===== config.mk =====
export PLATFORM = sky130hd
export DESIGN_NAME = seqbit_link
export DESIGN_NICKNAME = d
export VERILOG_FILES = /design/src/rtl/seqbit_pkg.sv /design/src/rtl/seqbit_outreg.sv /design/src/rtl/seqbit_stamper.sv /design/src/rtl/seqbit_filter.sv /design/src/rtl/seqbit_link.sv
export SDC_FILE = /design/constraint.sdc
export NUM_CORES = 1
export LEC_CHECK = 0
export ABC_AREA = 1
export ABC_CLOCK_PERIOD_IN_PS = 3100
export CAP_MARGIN = 20
export CORE_MARGIN = 10
export CORE_UTILIZATION = 30
export DETAILED_ROUTE_END_ITERATION = 8
export PLACE_DENSITY = 0.69
export SETUP_SLACK_MARGIN = 0.15
export SYNTH_ARGS = -nofsm -noshare
export SYNTH_HDL_FRONTEND = slang
export SYNTH_HIERARCHICAL = 1
export SYNTH_SLANG_ARGS = --single-unit

===== constraint.sdc =====
create_clock -name clk -period 3.1 [get_ports clk]
set_input_delay 0.62 -clock clk [delete_from_list [all_inputs] [get_ports clk]]
set_output_delay 0.62 -clock clk [all_outputs]
set_load 0.02 [all_outputs]

===== src/rtl/seqbit_pkg.sv =====
package seqbit_pkg;
  // Receive history: seen=0 means no word accepted since reset/clear
  typedef struct packed {
    logic seen;
    logic last;
  } rx_hist_t;
endpackage


===== src/rtl/seqbit_outreg.sv =====
module seqbit_outreg #(
  parameter int W = 32
) (
  input  logic         clk,
  input  logic         rst_n,
  input  logic         in_valid,
  output logic         in_ready,
  input  logic [W-1:0] in_data,
  output logic         out_valid,
  input  logic         out_ready,
  output logic [W-1:0] out_data
);
  logic         vld_q, vld_d;
  logic [W-1:0] dat_q;
  logic         load;

  assign in_ready = !vld_q || out_ready;
  assign load     = in_valid && in_ready;

  always_comb begin
    vld_d = vld_q;
    if (load)           vld_d = 1'b1;
    else if (out_ready) vld_d = 1'b0;
  end

  always_ff @(posedge clk or negedge rst_n) begin
    if (!rst_n) vld_q <= 1'b0;
    else        vld_q <= vld_d;
  end

  always_ff @(posedge clk) begin
    if (load) dat_q <= in_data;
  end

  assign out_valid = vld_q;
  assign out_data  = dat_q;
endmodule


===== src/rtl/seqbit_stamper.sv =====
module seqbit_stamper #(
  parameter int W = 32
) (
  input  logic         clk,
  input  logic         rst_n,
  input  logic         fire,
  input  logic [W-1:0] raw_data,
  output logic [W-1:0] stamped_data
);
  localparam int PAY_W = W - 1;

  logic seq_q, seq_d;

  always_comb begin
    seq_d = seq_q;
    if (fire) seq_d = ~seq_q;
  end

  always_ff @(posedge clk or negedge rst_n) begin
    if (!rst_n) seq_q <= 1'b0;
    else        seq_q <= seq_d;
  end

  assign stamped_data = {seq_q, raw_data[PAY_W-1:0]};
endmodule


===== src/rtl/seqbit_filter.sv =====
module seqbit_filter
  import seqbit_pkg::*;
#(
  parameter int W = 32
) (
  input  logic         clk,
  input  logic         rst_n,
  input  logic         hist_clear,
  input  logic         in_valid,
  input  logic [W-1:0] in_data,
  input  logic         stage_ready,
  output logic         in_ready,
  output logic         fwd_valid,
  output logic         drop
);
  localparam int TOP = W - 1;

  rx_hist_t hist_q, hist_d;
  logic     drop_q, drop_d;
  logic     fire, dup;

  assign in_ready  = !hist_clear && stage_ready;
  assign fire      = in_valid && in_ready;
  assign dup       = hist_q.seen && (in_data[TOP] == hist_q.last);
  assign fwd_valid = fire && !dup;

  always_comb begin
    hist_d = hist_q;
    if (hist_clear) begin
      hist_d.seen = 1'b0;
    end else if (fire && !dup) begin
      hist_d.seen = 1'b1;
      hist_d.last = in_data[TOP];
    end
    drop_d = fire && dup;
  end

  always_ff @(posedge clk or negedge rst_n) begin
    if (!rst_n) begin
      hist_q <= '0;
      drop_q <= 1'b0;
    end else begin
      hist_q <= hist_d;
      drop_q <= drop_d;
    end
  end

  assign drop = drop_q;
endmodule


===== src/rtl/seqbit_link.sv =====
module seqbit_link #(
  parameter int MSG_W = 32
) (
  input  logic             clk,
  input  logic             rst_n,
  input  logic             rx_hist_clear,
  input  logic             tx_in_valid,
  output logic             tx_in_ready,
  input  logic [MSG_W-1:0] tx_in_data,
  output logic             tx_out_valid,
  input  logic             tx_out_ready,
  output logic [MSG_W-1:0] tx_out_data,
  input  logic             rx_in_valid,
  output logic             rx_in_ready,
  input  logic [MSG_W-1:0] rx_in_data,
  output logic             rx_out_valid,
  input  logic             rx_out_ready,
  output logic [MSG_W-1:0] rx_out_data,
  output logic             rx_drop
);
  logic [MSG_W-1:0] tx_stamped;
  logic             tx_fire;
  logic             rx_stage_ready;
  logic             rx_fwd_valid;

  assign tx_fire = tx_in_valid && tx_in_ready;

  seqbit_stamper #(.W(MSG_W)) u_stamp (
    .clk          (clk),
    .rst_n        (rst_n),
    .fire         (tx_fire),
    .raw_data     (tx_in_data),
    .stamped_data (tx_stamped)
  );

  seqbit_outreg #(.W(MSG_W)) u_tx_stage (
    .clk       (clk),
    .rst_n     (rst_n),
    .in_valid  (tx_in_valid),
    .in_ready  (tx_in_ready),
    .in_data   (tx_stamped),
    .out_valid (tx_out_valid),
    .out_ready (tx_out_ready),
    .out_data  (tx_out_data)
  );

  seqbit_filter #(.W(MSG_W)) u_filter (
    .clk         (clk),
    .rst_n       (rst_n),
    .hist_clear  (rx_hist_clear),
    .in_valid    (rx_in_valid),
    .in_data     (rx_in_data),
    .stage_ready (rx_stage_ready),
    .in_ready    (rx_in_ready),
    .fwd_valid   (rx_fwd_valid),
    .drop        (rx_drop)
  );

  seqbit_outreg #(.W(MSG_W)) u_rx_stage (
    .clk       (clk),
    .rst_n     (rst_n),
    .in_valid  (rx_fwd_valid),
    .in_ready  (rx_stage_ready),
    .in_data   (rx_in_data),
    .out_valid (rx_out_valid),
    .out_ready (rx_out_ready),
    .out_data  (rx_out_data)
  );
endmodule


==> reports/results.ini <==
[placement]
port_buffers = 138
gp_congestion = 0.7517
place_hpwl_um = 4997
pre_cts_ws_ns = 0.5079
placed_cell_area_um2 = 3770

[clock_network]
tritoncts = done
numCtsBuffers = 9
cts_hold_buf = 0
cts_resized = 0
cts_max_path_buffers = 2
cts_setup_buffers = 0
clkTransAtPathRegs_ns = 0.07
insertion_delay_ns = 0.33
htreeDepth = 3
cts_root_buf = clkbuf_8
numClockSinks = 70

[worst_setup_path]
critPathCaptureType = output pin
slowest_delay_ns = 0.60
cpMaxStageDelayCell = clkdlybuf4s50_1
crit_arrival_ns = 1.96
worstPathMaxFanout = 3
crit_path_start_kind = input pin
critical_path.endpoint = rx_in_ready
r2r-start = u_rx_stage/out_valid
cp_cell_sequence = clkdlybuf4s50_1 > inv_1 > nand2_1 > nand2_1 > inv_1 > clkdlybuf4s50_1
crit_required_ns = 2.48
path_class = in -> out
r2r_end = u_rx_stage/out_data[24]
ff2ff_path_depth = 8
rrSetupSlack_ns = 1.35
worstSetupStartpoint = rx_out_ready

[global_route]
antenna_found_initial = 0
globalRouteOverflowTotal = 0
grt_pass1_wl_um = 9308
grt_max_degree = 33
grt_pass1_vias = 1532
track_usage = 0.09831

[route]
drt_iter0_drc = 66
routed_wl_um = 6080
ant_nets = 0
vias = 1449
wl_per_cell_um = 16.80
drc = 0
drt_pass1_iterations = 4
vias_per_cell = 4.003

[timing]
hold_viol_final = 0
final_period_minus_worst_setup_slack_ns = 2.583
fin_ws_ns = 0.5172
finalSetupViolations = 0
tightest_slew_ns = 0.4128
finalSetupTns_ns = 0
min_period_over_period = 0.8332
finalMaxSlewViolations = 0
skew_ns = 0.01074
rsz0062_at_grt = false
max_freq_mhz = 387.2
slew_headroom = 0.7248

[die]
die_height_um = 110.6
core_region_area_um2 = 7848
die-width_um = 110.6
ios = 140
die-area_um2 = 12240
start_util = 0.3139
rows = 32

[yosys]
synth_area_um2 = 2464
ys_seq_area_frac = 0.8410
yosysWarnings = 6
ys_seq_elements = 70
yosysUniqueCellTypes = 12
syn_inst = 136
syn_area_per_cell_um2 = 18.11
syn_nets = 207

[finish]
final_area_um2 = 3959
synthToLayoutAreaGrowth_pct = 60.69
fin_nets = 326
drive_above_1_share = 0.09615
antennaDiodeCount = 0
final_common_cell = clkdlybuf4s50_1
n_fill_cell = 679
multi_input_area_um2 = 125.1
register_area_um2 = 2072
final_cell_mix = clkdlybuf4s50_1 (138), edfxtp_1 (64), nand2_1 (12), inv_1 (11), clkbuf_8 (9)

[hold_path]
hp-class = reg -> reg

[flow_run]
cap_violations = 0

[status]
run_status = finished clean

[power]
p_per_area_nw_per_um2 = 534.1
irDropWorstVdd_mv = 0.3615
power.leakage_nw = 1.442
finalPower_w = 0.002114

[cells in the mapped netlist]
master    number  share of area
edfxtp_1      64           0.78
nand2_1       12          0.018
inv_2          1         0.0015
dfrtp_1        6          0.061
a21oi_1        2         0.0041
clkinv_1       1         0.0015
nor2_1         1         0.0015
buf_4         32          0.098
nand3_2        2         0.0081
o21ai_1        1         0.0020
inv_1         11          0.017
nand2_2        3         0.0076
[worst min path at each step]
stage / from / end / depth (start not counted)
after floorplan: rst_n / u_filter/drop / 0
after global placement: u_stamp/seq_q / u_tx_stage/out_data[31] / 0
after detailed placement: u_stamp/seq_q / u_tx_stage/out_data[31] / 0
after CTS: u_stamp/seq_q / u_tx_stage/out_data[31] / 0
after global routing: u_stamp/seq_q / u_tx_stage/out_data[31] / 0
final: u_stamp/seq_q / u_tx_stage/out_data[31] / 0
[report_power, final]
group          internal, W  total, W  switching [W]
combinational     0.000166  0.000305       0.000139
clock             0.000366  0.000691       0.000326
sequential         0.00110   0.00112      0.0000196
total              0.00163   0.00211       0.000484
[critical path: cells and delay by family]
kind,cells,cell delay (ns)
simple gates,2,0.17
buf+inv,4,1.16
[registers in the layout, indices dropped and copies added (netlist names)]
name and cells:
u_filter/drop 1, u_filter/hist_q 2, u_rx_stage/out_data 32, u_rx_stage/out_valid 1, u_stamp/seq_q 1, u_tx_stage/out_data 32
u_tx_stage/out_valid 1
[metrics by stage]
step	hold WS (ns)	util	std cells
final	0.4845	0.5045	362
after global routing	0.5164	0.5045	362
after CTS	0.4871	0.5045	362
after detailed placement	0.4696	0.4804	346
after global placement	0.4688	0.4804	346
after floorplan	0.3244	-	136
[logic make-up (layout without fill, tap and decap cells)]
family                 after synthesis  after routing  synth area share
AOI/OAI and AO/OA                    3              3          0.006093
buffers and inverters               45            169            0.1173
DFF                                 70             70            0.8410
and+or+nand+nor                     18             18           0.03555
[cell type report]
type,instances,share of cell area
tap,102,0.03224
sequential,70,0.5234
multi-input combinational,21,0.03161
timing repair buffer,140,0.3527
inverter,13,0.01233
clock inverter,7,0.01643
clock buffer,9,0.03129
[metal layers]
layer  global-route usage  routed length, µm  vias to the layer above
li1                     -                  -                      677
met1               0.1005               2319                      662
met2               0.1506               2777                      103
met3              0.07239                923                        7
met4              0.03886                 59                        0
met5                    0                  0                        -
No activity file was read; power rests on OpenSTA's default activity.
